$ cat config.mk
export PLATFORM = sky130hd
export DESIGN_NAME = lpc_addr_decoder
export DESIGN_NICKNAME = d
export VERILOG_FILES = /design/src/rtl/lpc_dec_pkg.sv /design/src/rtl/lpc_base_regs.sv /design/src/rtl/lpc_addr_match.sv /design/src/rtl/lpc_addr_decoder.sv
export SDC_FILE = /design/constraint.sdc
export NUM_CORES = 1
export LEC_CHECK = 0
export ABC_AREA = 1
export ABC_CLOCK_PERIOD_IN_PS = 1300
export BUFFER_PORTS_ARGS = -buffer_cell sky130_fd_sc_hd__buf_2
export CAP_MARGIN = 20
export CORE_AREA = 2 2 44 87
export DETAILED_ROUTE_END_ITERATION = 8
export DIE_AREA = 0 0 46 89
export GPL_TIMING_DRIVEN = 0
export PLACE_DENSITY = 0.63
export SYNTH_ARGS = -nofsm -noshare
export SYNTH_HDL_FRONTEND = slang
export SYNTH_SLANG_ARGS = --single-unit
$ cat constraint.sdc
create_clock -name clk_i -period 1.3 [get_ports clk_i]
set_clock_uncertainty 0.1 [all_clocks]
set_input_delay 0 -clock clk_i [delete_from_list [all_inputs] [get_ports clk_i]]
set_output_delay 0 -clock clk_i [all_outputs]
set_load 0.1 [all_outputs]
$ cat src/rtl/lpc_dec_pkg.sv
package lpc_dec_pkg;
  typedef enum logic [1:0] {
    SEL_IDR     = 2'b00,
    SEL_IDR_CMD = 2'b01,
    SEL_ODR     = 2'b10,
    SEL_STR     = 2'b11
  } ds_sel_e;

  typedef struct packed {
    logic ds;
    logic bd;
  } hit_t;
endpackage

$ cat src/rtl/lpc_base_regs.sv
module lpc_base_regs #(
  parameter int ADDR_W = 16,
  localparam int BYTES = ADDR_W / 8,
  localparam int SEL_W = (BYTES > 1) ? $clog2(BYTES) : 1
) (
  input  logic              clk_i,
  input  logic              rst_ni,
  input  logic              lock_i,
  input  logic              wr_i,
  input  logic [SEL_W-1:0]  sel_i,
  input  logic [7:0]        wdata_i,
  output logic [7:0]        rdata_o,
  output logic [ADDR_W-1:0] base_o
);
  for (genvar k = 0; k < BYTES; k++) begin : g_byte
    logic [7:0] q, nxt;
    always_comb begin
      nxt = q;
      if (wr_i && sel_i == SEL_W'(k)) begin
        if (!lock_i) nxt = wdata_i;
        else if (k == 0) nxt[0] = wdata_i[0]; // enable bit never locked
      end
    end
    always_ff @(posedge clk_i or negedge rst_ni) begin
      if (!rst_ni) q <= '0;
      else         q <= nxt;
    end
    assign base_o[8*k +: 8] = q;
  end

  assign rdata_o = base_o[{sel_i, 3'b000} +: 8];

  AST_ADDR_FROZEN: assert property (@(posedge clk_i) disable iff (!rst_ni)
    lock_i |=> base_o[ADDR_W-1:1] == $past(base_o[ADDR_W-1:1]));
endmodule

$ cat src/rtl/lpc_addr_match.sv
module lpc_addr_match #(
  parameter int ADDR_W     = 16,
  parameter int DS_SEL_BIT = 2,
  parameter int BD_IDX_W   = 4
) (
  input  logic [ADDR_W-1:0] addr_i,
  input  logic [ADDR_W-1:0] base_i,
  input  logic              bd_en_i,
  output logic              ds_m_o,
  output logic              bd_m_o
);
  localparam logic [ADDR_W-1:0] ONE     = ADDR_W'(1);
  localparam logic [ADDR_W-1:0] DS_CARE = ~(ONE << DS_SEL_BIT);
  localparam logic [ADDR_W-1:0] DS_ZERO = ~ONE;
  localparam logic [ADDR_W-1:0] BD_FLIP = ONE << BD_IDX_W;
  localparam logic [ADDR_W-1:0] BD_CARE = ~(BD_FLIP - ONE);

  logic [ADDR_W-1:0] ds_ref, bd_ref;
  assign ds_ref = base_i & DS_ZERO;
  assign bd_ref = base_i ^ BD_FLIP;

  assign ds_m_o = ((addr_i ^ ds_ref) & DS_CARE) == '0;
  assign bd_m_o = bd_en_i && (((addr_i ^ bd_ref) & BD_CARE) == '0);
endmodule

$ cat src/rtl/lpc_addr_decoder.sv
module lpc_addr_decoder
  import lpc_dec_pkg::*;
#(
  parameter int ADDR_W     = 16,
  parameter int DS_SEL_BIT = 2,
  parameter int BD_IDX_W   = 4
) (
  input  logic              clk_i,
  input  logic              rst_ni,
  input  logic              chan_en_i,
  input  logic              reg_wr_i,
  input  logic              reg_sel_i,
  input  logic [7:0]        reg_wdata_i,
  output logic [7:0]        reg_rdata_o,
  input  logic              addr_vld_i,
  input  logic [ADDR_W-1:0] addr_i,
  input  logic              io_write_i,
  output logic              ds_hit_o,
  output logic [1:0]        ds_sel_o,
  output logic              bd_hit_o,
  output logic [BD_IDX_W-1:0] bd_idx_o
);
  logic [ADDR_W-1:0] base;
  logic              bd_en, ds_m, bd_m;
  hit_t              hit_d, hit_q;
  ds_sel_e           sel_d, sel_q;
  logic [BD_IDX_W-1:0] idx_d, idx_q;

  lpc_base_regs #(.ADDR_W(ADDR_W)) u_regs (
    .clk_i   (clk_i),
    .rst_ni  (rst_ni),
    .lock_i  (chan_en_i),
    .wr_i    (reg_wr_i),
    .sel_i   (reg_sel_i),
    .wdata_i (reg_wdata_i),
    .rdata_o (reg_rdata_o),
    .base_o  (base)
  );

  assign bd_en = base[0];

  lpc_addr_match #(
    .ADDR_W(ADDR_W), .DS_SEL_BIT(DS_SEL_BIT), .BD_IDX_W(BD_IDX_W)
  ) u_match (
    .addr_i  (addr_i),
    .base_i  (base),
    .bd_en_i (bd_en),
    .ds_m_o  (ds_m),
    .bd_m_o  (bd_m)
  );

  always_comb begin
    hit_d = '0;
    sel_d = SEL_IDR;
    idx_d = '0;
    if (chan_en_i) begin
      if (ds_m) begin  // data/status group wins
        hit_d.ds = 1'b1;
        sel_d    = ds_sel_e'({~io_write_i, addr_i[DS_SEL_BIT]});
      end else if (bd_m) begin
        hit_d.bd = 1'b1;
        idx_d    = addr_i[BD_IDX_W-1:0];
      end
    end
  end

  always_ff @(posedge clk_i or negedge rst_ni) begin
    if (!rst_ni) begin
      hit_q <= '0;
      sel_q <= SEL_IDR;
      idx_q <= '0;
    end else if (addr_vld_i) begin
      hit_q <= hit_d;
      sel_q <= sel_d;
      idx_q <= idx_d;
    end
  end

  assign ds_hit_o = hit_q.ds;
  assign bd_hit_o = hit_q.bd;
  assign ds_sel_o = sel_q;
  assign bd_idx_o = idx_q;

  AST_HIT_EXCL: assert property (@(posedge clk_i) disable iff (!rst_ni)
    $onehot0({ds_hit_o, bd_hit_o}));
  AST_HOLD_NO_STROBE: assert property (@(posedge clk_i) disable iff (!rst_ni)
    !addr_vld_i |=> $stable({ds_hit_o, bd_hit_o, ds_sel_o, bd_idx_o}));
  AST_OFF_NO_HIT: assert property (@(posedge clk_i) disable iff (!rst_ni)
    (addr_vld_i && !chan_en_i) |=> (!ds_hit_o && !bd_hit_o));
  AST_BD_GATED: assert property (@(posedge clk_i) disable iff (!rst_ni)
    (addr_vld_i && !bd_en) |=> !bd_hit_o);
  AST_BD_IDX_ADDR: assert property (@(posedge clk_i) disable iff (!rst_ni)
    (addr_vld_i && chan_en_i && !ds_m && bd_m) |=> bd_idx_o == $past(addr_i[BD_IDX_W-1:0]));
endmodule

Yosys cells after proc, flatten, opt, wreduce, memory -nomap -nowiden

Index checks and enable logic that the tools add are counted.

Flip-flop bits (word level): 24
Input port bits: 31
Output and inout port bits: 16
Word-level logic and storage cells: 30

Shift-type cells: 1
Multiplexer cells: 9
Bitwise gates (word level): 6
Reductions and logical operators: 7

Operators with widths:

| operator                                               | number |
|---|---|
| 16-bit logical NOT                                     | 2 |
| 16-bit bitwise XOR                                     | 2 |
| 16-bit by 5-bit variable part select with 8-bit output | 1 |
| 4-bit two-way mux                                      | 3 |
| 2-bit two-way mux                                      | 3 |
| 1-bit NOT                                              | 4 |
| 2-bit AND reduction                                    | 2 |
| 1-bit logical AND                                      | 3 |
| 1-bit two-way mux                                      | 3 |

Longest topological paths before layout

Gate-level depths: netlist of run 1.

Word-level depth: 7
Depth in mapped cells: 8

Hierarchy

A second synthesis of run 1 with hierarchy kept.

Cells, all modules: 185
Area total of the unflattened synthesis: 1,413.9 sq um

By module, submodules not included:

| module           | times used | cells each | area each (sq um) | seq. area each (sq um) |
|---|---|---|---|---|
| lpc_base_regs    | 1          | 99         | 860.8             | 400.4 |
| lpc_addr_decoder | 1          | 36         | 316.6             | 200.2 |
| lpc_addr_match   | 1          | 50         | 236.5             | 0.0 |

Worst setup path after synthesis of run 1

Ideal clock, no wire load.

Kind: register to output
Start point: register u_regs.g_byte[0].q[4]
End point: output port reg_rdata_o[4]
Arrival: 2.524 ns
Data required time: 1.200 ns
Setup slack: -1.324 ns
Cell stages (with the launch flop): 3
Cell sequence: dfrtp_1 -> inv_2 -> o21ai_0

Longest elaborated chain between the ends: 1

RTL lines:

| item                                                   | line                   | RTL |
|---|---|---|
| start, declared                                        | lpc_base_regs.sv:16    | `logic [7:0] q, nxt;` |
| start signal, assigned                                 | lpc_base_regs.sv:26    | `else q <= nxt;` |
| 16-bit by 5-bit variable part select with 8-bit output | lpc_base_regs.sv:31    | `assign rdata_o = base_o[{sel_i, 3'b000} +: 8];` |
| end, declared                                          | lpc_addr_decoder.sv:14 | `output logic [7:0] reg_rdata_o,` |

No other way between the ends.

Worst setup path after layout of run 1

Start point: register u_regs.g_byte[1].q[0]
End point: register sel_q[0], in the netlist ds_sel_o[0]

Longest elaborated chain between the ends: 4

RTL lines:

| item                   | line                   | RTL |
|---|---|---|
| start, declared        | lpc_base_regs.sv:16    |  |
| start signal, assigned | lpc_base_regs.sv:26    |  |
| 16-bit bitwise XOR     | lpc_addr_match.sv:22   | `assign ds_m_o = ((addr_i ^ ds_ref) & DS_CARE) == '0;` |
| 16-bit logical NOT     | lpc_addr_match.sv:22   |  |
| 2-bit two-way mux      | lpc_addr_decoder.sv:57 | `if (ds_m) begin` |
| 2-bit two-way mux      | lpc_addr_decoder.sv:56 | `if (chan_en_i) begin` |
| end signal, assigned   | lpc_addr_decoder.sv:74 | `sel_q <= sel_d;` |
| end, declared          | lpc_addr_decoder.sv:26 | `ds_sel_e sel_d, sel_q;` |

No other way between the ends.
A chain may end at the register's enable or synchronous reset.

==> impl_metrics.sql, run 1 <==
INSERT INTO impl_metrics (metric_group, metric, value, unit) VALUES
('pwr', 'design_power_total', '2.19', 'mW'),
('logic_synthesis', 'synthesis.area', '1350', 'µm²'),
('logic_synthesis', 'cell_type_with_the_highest_aggregate_area_in_the_netlist', 'dfrtp_1', ''),
('floorplanning', 'core-area', '3380', 'µm²'),
('logic_synthesis', 'synth.yosys.seq_area_share', '44.5', '%'),
('timing', 'slew_at_the_pin_closest_to_its_max_slew_limit', '0.539', 'ns'),
('drt', 'vias', '1365', ''),
('logic_synthesis', 'number_of_standard_cells_after_synthesis', '201', ''),
('worst_setup_path', 'criticalPathCategory', 'register to register', ''),
('worst_setup_path', 'crit_path_start_kind', 'register', ''),
('cells_and_area', 'nets', '298', ''),
('floorplanning', 'num_ports', '47', ''),
('timing', 'layout_worst_path_cycle_share', '103', '%'),
('logic_synthesis', 'syn_area_per_cell', '6.72', 'µm²'),
('timing', 'unrepaired_setup_endpoints_after_global_routing', 'yes', ''),
('timing', 'setup_viol_count_final', '6', ''),
('worst_setup_path', 'cp_cell_sequence', 'inv_2 -> nand2_1 -> nand2_1 -> nor2_1 -> nand2_1 -> nor2_4 -> nand3_1 -> nand2_1', ''),
('clock_network', 'cts_num_sinks', '24', ''),
('timing', 'slew_headroom', '64.1', '%'),
('clock_network', 'clk_pin_slew', '0.09', 'ns'),
('drt', 'post-route-drc-count', '0', ''),
('global_route', 'grt_pass1_vias', '1247', ''),
('pwr', 'p_leak', '1.11', 'nW'),
('floorplanning', 'initial_core_utilization', '40.0', '%'),
('drt', 'vias_per_cell', '4.60', ''),
('cells_and_area', 'area_added_between_synthesis_and_finish', '44.2', '%'),
('worst_setup_path', 'crit_start', 'u_regs.g_byte[1].q[0]', ''),
('worst_setup_path', 'worst_setup_path_end_kind', 'register', ''),
('logic_synthesis', 'synth_warnings', '0', ''),
('placed_design', 'finalWeightedCongestion', '0.756', ''),
('timing', 'final-max-slew-violation-count', '0', ''),
('worst_setup_path', 'top_fanout_value_on_the_critical_path', '8', ''),
('clock_network', 'ctsHtreeMaxLevel', '1', ''),
('hold_path', 'hold_path.startpoint', 'addr_vld_i', ''),
('placed_design', 'place_hpwl', '2560', 'µm'),
('timing', 'max_freq', '747', 'MHz'),
('drt', 'wl_per_cell', '11.0', 'µm'),
('hold_path', 'worst_hold_check_path_type', 'primary input to register', ''),
('floorplanning', 'die_outline_area', '4090', 'µm²'),
('drt', 'detail_route.first_pass.iterations', '4', ''),
('floorplanning', 'floorplan.rows', '30', ''),
('floorplanning', 'die-height', '89', 'µm'),
('worst_setup_path', 'critPathMostFrequentCell', 'nand2_1', ''),
('clock_network', 'cts.path.max_buffers', '2', ''),
('cells_and_area', 'drive_above_1_share', '27.5', '%'),
('floorplanning', 'die_x', '46', 'µm'),
('clock_network', 'cts_inserted_buffers', '3', ''),
('pwr', 'power-per-cell-area', '1130', 'nW/µm²'),
('timing', 'hold_viol_final', '0', ''),
('flow_run', 'maxCapViolCount', '0', ''),
('logic_synthesis', 'postSynthNetCount', '232', ''),
('outcome', 'status', 'complete, but fails checks', ''),
('global_route', 'grt_overflow_total', '0', ''),
('placed_design', 'detailedPlace.worstSlack', '-0.307', 'ns'),
('worst_setup_path', 'crit_path_top_delay_cell', 'dfrtp_1', ''),
('worst_setup_path', 'timing.critical_path.max_delay_family', 'simple AND/OR/NAND/NOR gates', ''),
('global_route', 'grt_pass1_wl', '5270', 'µm'),
('worst_setup_path', 'cp_data_required_time', '1.41', 'ns'),
('worst_setup_path', 'worst_ep_arrival_time', '1.44', 'ns'),
('global_route', 'initial_antenna_violation_count', '0', ''),
('logic_synthesis', 'netlist-cell-type-count', '17', ''),
('global_route', 'grt_max_degree', '25', ''),
('placed_design', 'port_buffers', '46', ''),
('global_route', 'gr-usage-all-layers', '18.0', '%'),
('worst_setup_path', 'worst_path_largest_cell_delay', '0.39', 'ns'),
('placed_design', 'dp_cells', '279', ''),
('cells_and_area', 'post_layout_nonfiller_instances', '297', ''),
('cells_and_area', 'antenna_cells_inserted', '0', ''),
('logic_synthesis', 'yosysTopAreaCellShare', '44.5', '%'),
('timing', 'final_critical_path_setup_slack', '-0.0380', 'ns'),
('outcome', 'failing_checks', 'negative setup slack', '');
## area by class of cell
type                            instances  area, µm²
Fill cell                             347       1430
Multi-Input combinational cell        136        688
Sequential cell                        24        601
Timing Repair Buffer                   61        419
Inverter                               38        143
Clock buffer                            3       41.3
Tap cell                               32       40.0
Buffer                                  3       15.0
## final timing paths
check / cells after the start / endpoint / slack, ns
max: 8 / ds_sel_o[0] / -0.04
min in group asynchronous: 2 / bd_idx_o[0] / 0.14
max in group asynchronous: 2 / bd_idx_o[2] / 0.59
min reg2reg: 2 / bd_idx_o[3] / 0.38
max reg2reg: 8 / ds_sel_o[0] / -0.04
min: 4 / bd_idx_o[0] / 0.01
## Yosys cell counts, drive strengths merged
cell type	count
inv	38
nand2	85
nand3b	1
nand3	10
clkbuf	1
a31oi	1
nor2	13
buf	2
o21ai	24
xnor2	1
dfrtp	24
a21oi	1
## per-layer routing
metal	global-route usage [%]	part of all wire, %	vias up
li1	-	-	733
met1	18.6	39	597
met2	34.0	56	30
met3	1.82	3.1	5
met4	7.79	1.7	0
met5	0	0	-
## where the power goes
group	switching, mW	internal (mW)	leakage, nW	total [mW]
registers	0.0714	0.824	0.310	0.896
clock network	0.234	0.208	0.0216	0.442
logic	0.581	0.275	0.782	0.856
total	0.887	1.31	1.11	2.19
## worst reg2reg max path, delay by kind of cell (launching register included)
| kind | cells | cell delay (ns) |
|---|---|---|
| simple gates | 7 | 0.71 |
| flops | 1 | 0.39 |
| buf+inv | 1 | 0.07 |
## registers in the layout, indices dropped and copies added, names as in the netlist
register and flops:
bd_idx_o 4, ds_sel_o 2, ds_hit_o 1, bd_hit_o 1, u_regs.g_byte.q 16
## repair_timing
item / in CTS / in global routing
endpoints found under the setup margin: 14 / 13
pin swaps: 2 / 2
hold buffers: 15 / 0
resized for setup: 11 / 6
hold endpoints to repair: 46 / 0
## through the flow
stage | setup TNS (ns) | hold slack, ns | utilization (%) | cell area (µm²)
after detailed placement | -1.51 | -0.0809 | 50.6 | 1710
after global placement | -1.49 | -0.0816 | 50.6 | 1710
final | -0.125 | 0.0126 | 57.6 | 1950
after floorplan | 0 | -0.396 | - | 1440
after CTS | -0.0281 | 0.0263 | 56.9 | 1920
after global routing | -1.19 | 0.0293 | 57.6 | 1950
## logic make-up after synthesis
kind of cell / Yosys count / synth area share (%)
simple gates: 109 / 33.6
xor+xnor: 1 / 0.649
flops: 24 / 44.5
buf+inv: 41 / 11.6
compound gates: 26 / 9.73
## cells in the final DEF (no fill, tap or decap), drive strengths merged
cell,instances
dfrtp,24
nand2,85
inv,38
nor2,13
buf,48
o21ai,24
xnor2,1
a21oi,1
nand3,10
nand3b,1
clkbuf,4
dlygate4sd3,15
a31oi,1
(Power assumes the default switching activity.)
==> run 2: changes to the inputs <==
--- a/config.mk
+++ b/config.mk
@@ -5,15 +5,15 @@
 export SDC_FILE = /design/constraint.sdc
 export NUM_CORES = 1
 export LEC_CHECK = 0
-export ABC_AREA = 1
 export ABC_CLOCK_PERIOD_IN_PS = 1300
 export BUFFER_PORTS_ARGS = -buffer_cell sky130_fd_sc_hd__buf_2
 export CAP_MARGIN = 20
-export CORE_AREA = 2 2 44 87
+export CORE_AREA = 2 2 42 82
+export CTS_BUF_LIST = sky130_fd_sc_hd__clkbuf_16
 export DETAILED_ROUTE_END_ITERATION = 8
-export DIE_AREA = 0 0 46 89
+export DIE_AREA = 0 0 44 84
 export GPL_TIMING_DRIVEN = 0
-export PLACE_DENSITY = 0.63
+export PLACE_DENSITY = 0.64
 export SYNTH_ARGS = -nofsm -noshare
 export SYNTH_HDL_FRONTEND = slang
 export SYNTH_SLANG_ARGS = --single-unit
==> run 2 against run 1 <==
  * The run still ends with negative setup slack left
  * Sequential cell count is the same
  * Sequential share of layout area increased by 1.5 points
  * Via count shrank 29%
  * Combinational power grew 21%
  * Sequential power increased by 2.5%
  * Final cell count shrank 34%
  * Worst hold slack better by 0.083 ns
==> impl_metrics.sql, run 2 <==
INSERT INTO impl_metrics (metric_group, metric, value, unit) VALUES
('pwr', 'p_comb_share', '39.8', '%'),
('worst_setup_path', 'timing.critical_path.max_delay_family', 'flip-flops', ''),
('cells_and_area', 'final_cell_mix', 'buf_2 (39), dfrtp_1 (22), mux2_2 (21)', ''),
('pwr', 'power-per-cell-area', '1400', 'nW/µm²'),
('global_route', 'grt_overflow_total', '0', ''),
('logic_synthesis', 'synth_warnings', '0', ''),
('drt', 'detail_route.first_pass.iterations', '4', ''),
('global_route', 'grt_max_degree', '25', ''),
('logic_synthesis', 'synthesis.area', '1200', 'µm²'),
('logic_synthesis', 'synth_edf_count', '0', ''),
('cells_and_area', 'commonest_non_fill_non_tap_cell_in_the_layout', 'buf_2', ''),
('worst_setup_path', 'criticalPathCategory', 'register to register', ''),
('timing', 'fin_hold_ws', '0.0956', 'ns'),
('cells_and_area', 'finish.utilization', '59.7', '%'),
('logic_synthesis', 'netlist-cell-type-count', '16', ''),
('worst_setup_path', 'path_buf_inv', '1', ''),
('drt', 'route.final.wire_length', '2800', 'µm'),
('worst_setup_path', 'cell_count_of_the_worst_reg_to_reg_path', '5', ''),
('global_route', 'grt_pass1_vias', '1041', ''),
('logic_synthesis', 'postSynthNetCount', '126', ''),
('hold_path', 'hold_end', 'u_regs.g_byte[0].q[0]', ''),
('clock_network', 'cts-root-buf', 'clkbuf_16', ''),
('logic_synthesis', 'ys_seq_elements', '24', ''),
('worst_setup_path', 'cp_data_required_time', '1.37', 'ns'),
('drt', 'vias', '969', ''),
('logic_synthesis', 'synth_top_cells_by_area', 'dfrtp_1 (50%), mux2_2 (23%), xor2_1 (10%), inv_1 (3.8%), nor4_2 (3.1%)', ''),
('cells_and_area', 'fillerInstances', '279', ''),
('cells_and_area', 'post_layout_nonfiller_instances', '197', ''),
('timing', 'hold_viol_final', '0', ''),
('logic_synthesis', 'cell_type_with_the_highest_aggregate_area_in_the_netlist', 'dfrtp_1', ''),
('worst_setup_path', 'cp_cell_sequence', 'xor2_1 -> nor4_2 -> buf_4 -> nand4_1 -> o22ai_1', ''),
('drt', 'vias_per_cell', '4.92', ''),
('timing', 'slew_headroom', '58.2', '%'),
('timing', 'slew_at_the_pin_closest_to_its_max_slew_limit', '0.625', 'ns'),
('logic_synthesis', 'synthFlopType', 'dfrtp_1', ''),
('pwr', 'share_clk_of_total_power', '25.0', '%'),
('hold_path', 'worst_hold_check_path_type', 'primary input to register', ''),
('cells_and_area', 'area_added_between_synthesis_and_finish', '55.3', '%'),
('hold_path', 'hold_path_cell_cnt', '3', ''),
('logic_synthesis', 'synth.yosys.seq_area_share', '50.1', '%'),
('flow_run', 'maxCapViolCount', '0', ''),
('cells_and_area', 'antenna_cells_inserted', '0', ''),
('pwr', 'switching_share', '35.8', '%'),
('timing', 'layout_worst_path_cycle_share', '112', '%'),
('pwr', 'power.share.sequential', '35.2', '%'),
('outcome', 'status', 'complete, but fails checks', ''),
('pwr', 'power.switching', '0.934', 'mW'),
('clock_network', 'clk_pin_slew', '0.06', 'ns'),
('clock_network', 'tritoncts', 'done', ''),
('clock_network', 'insertion_delay', '0.25', 'ns'),
('cells_and_area', 'nets', '198', ''),
('floorplanning', 'die_x', '44', 'µm'),
('cells_and_area', 'largest_register_ff_count', '16', ''),
('global_route', 'initial_antenna_violation_count', '0', ''),
('floorplanning', 'core-area', '3120', 'µm²'),
('drt', 'ant_nets', '0', ''),
('logic_synthesis', 'number_of_standard_cells_after_synthesis', '95', ''),
('pwr', 'internal-power', '1.68', 'mW'),
('logic_synthesis', 'syn_area_per_cell', '12.6', 'µm²'),
('placed_design', 'place_hpwl', '1990', 'µm'),
('logic_synthesis', 'synth_top_cells_by_count', 'dfrtp_1 (24), mux2_2 (24), xor2_1 (14), inv_1 (12), o22ai_1 (6)', ''),
('clock_network', 'ctsHtreeMaxLevel', '1', ''),
('worst_setup_path', 'worst_setup_path_end_kind', 'register', ''),
('floorplanning', 'die-height', '84', 'µm'),
('worst_setup_path', 'top_fanout_value_on_the_critical_path', '3', ''),
('floorplanning', 'initial_core_utilization', '38.4', '%'),
('worst_setup_path', 'crit_path_start_kind', 'register', ''),
('global_route', 'grt_pass1_wl', '4640', 'µm'),
('timing', 'fin_crit', '1.45', 'ns'),
('floorplanning', 'num_ports', '47', ''),
('outcome', 'failing_checks', 'negative setup slack', ''),
('pwr', 'power.ir.vdd_worst', '791', 'µV'),
('pwr', 'p_leak', '0.906', 'nW'),
('placed_design', 'finalWeightedCongestion', '0.807', ''),
('cells_and_area', 'register_ranked_first_by_flip_flop_count', 'u_regs.g_byte.q', ''),
('clock_network', 'cts_inserted_buffers', '3', ''),
('global_route', 'gr-usage-all-layers', '16.8', '%'),
('clock_network', 'cts_num_sinks', '24', ''),
('worst_setup_path', 'crit_path_top_delay_cell', 'dfrtp_1', ''),
('timing', 'setup_viol_count_final', '12', ''),
('drt', 'wl_per_cell', '14.2', 'µm'),
('placed_design', 'port_buffers', '45', ''),
('worst_setup_path', 'worst_path_largest_cell_delay', '0.39', 'ns'),
('worst_setup_path', 'rrSetupSlack', '-0.15', 'ns'),
('timing', 'max_freq', '687', 'MHz'),
('drt', 'drt_iter0_drc', '23', ''),
('timing', 'unrepaired_setup_endpoints_after_global_routing', 'yes', ''),
('timing', 'final-max-slew-violation-count', '0', ''),
('logic_synthesis', 'async_flop_share', '100', '%'),
('floorplanning', 'floorplan.rows', '29', ''),
('hold_path', 'hold_path.startpoint', 'reg_wr_i', ''),
('drt', 'post-route-drc-count', '0', ''),
('cells_and_area', 'drive_above_1_share', '55.4', '%'),
('worst_setup_path', 'worst_ep_arrival_time', '1.52', 'ns'),
('logic_synthesis', 'yosysTopAreaCellShare', '50.1', '%'),
('worst_setup_path', 'r2r_end', 'ds_sel_o[1]', ''),
('clock_network', 'cts.path.max_buffers', '2', ''),
('worst_setup_path', 'crit-reg2reg-launch', 'u_regs.g_byte[1].q[2]', ''),
('placed_design', 'dp_cells', '171', ''),
('timing', 'final_critical_path_setup_slack', '-0.155', 'ns'),
('floorplanning', 'die_outline_area', '3700', 'µm²');
run 2: cell types whose count changed in the layout (fill, tap and decap cells not counted), moves of 4 or more:
cell / before / now
nand2_1: 85 / 1
mux2_2: 0 / 21
inv_1: 31 / 13
xor2_1: 0 / 14
o21ai_0: 12 / 1
nor2_1: 10 / 0
o21ai_4: 8 / 0
inv_2: 7 / 0
nand3_1: 7 / 0
buf_4: 3 / 7
run 2: worst max path at each step:
stage                                      from           to  slack, ns  depth (start not counted)
after CTS                 u_regs.g_byte[0].q[6]  ds_sel_o[1]      -0.17                          5
after global routing      u_regs.g_byte[1].q[0]  ds_sel_o[1]      -0.29                          5
final                     u_regs.g_byte[1].q[2]  ds_sel_o[1]      -0.15                          5
after detailed placement  u_regs.g_byte[0].q[6]  bd_idx_o[0]      -0.27                          4
after global placement    u_regs.g_byte[1].q[0]  bd_idx_o[2]      -0.20                          4
after floorplan           u_regs.g_byte[1].q[7]  bd_idx_o[0]      -0.02                          4
run 2: layer usage:
layer	share of wire, %	vias up	track usage [%]
met2	61	31	30.2
met4	0.82	0	6.61
met5	0	-	0
met3	5.0	2	2.16
met1	33	467	18.8
li1	-	469	-
run 2: cell families after synthesis:
kind of cell / synth area share (%)
buf+inv: 4.59
mux: 22.5
simple gates: 8.56
flops: 50.1
xor+xnor: 10.2
compound gates: 3.97
run 2: what timing repair did:
action / in CTS / in global routing
setup endpoints to repair: 16 / 13
pin swaps: 8 / 8
setup buffers: 5 / 2
hold buffers: 15 / 0
resized for setup: 18 / 12
hold endpoints to repair: 48 / 0
run 2: worst register-to-register path: stages (launching register included):
cell     delay, ns
dfrtp_1       0.39
xor2_1        0.18
nor4_2        0.26
buf_4         0.16
nand4_1       0.13
o22ai_1       0.15
run 2: cell type report:
type	instances	area, µm²	area share (%)
Tap cell	31	38.8	2.08
Sequential cell	24	603	32.4
Clock buffer	3	75.1	4.03
Buffer	2	10.0	0.538
Timing Repair Buffer	67	504	27.1
Multi-Input combinational cell	57	582	31.2
Clock inverter	1	3.75	0.202
Inverter	12	45.0	2.42
run 2: per-stage QoR:
step                      power (mW)  setup slack, ns  TNS (ns)  cell area, µm²
after global routing            2.73           -0.288     -2.05            1860
after global placement          1.73           -0.204     -1.54            1470
after floorplan                 1.58          -0.0188   -0.0912            1200
after CTS                       2.57           -0.170     -1.00            1790
after detailed placement        1.75           -0.268     -1.98            1470
final                           2.61           -0.155     -1.15            1860
run 2: power groups by stage:
stage	Sequential [mW]	Combinational (mW)	Clock [mW]
after floorplan	0.913	0.668	0
after global placement	0.929	0.805	0
after detailed placement	0.935	0.816	0
after CTS	0.918	0.979	0.671
after global routing	0.934	1.09	0.706
final	0.918	1.04	0.651
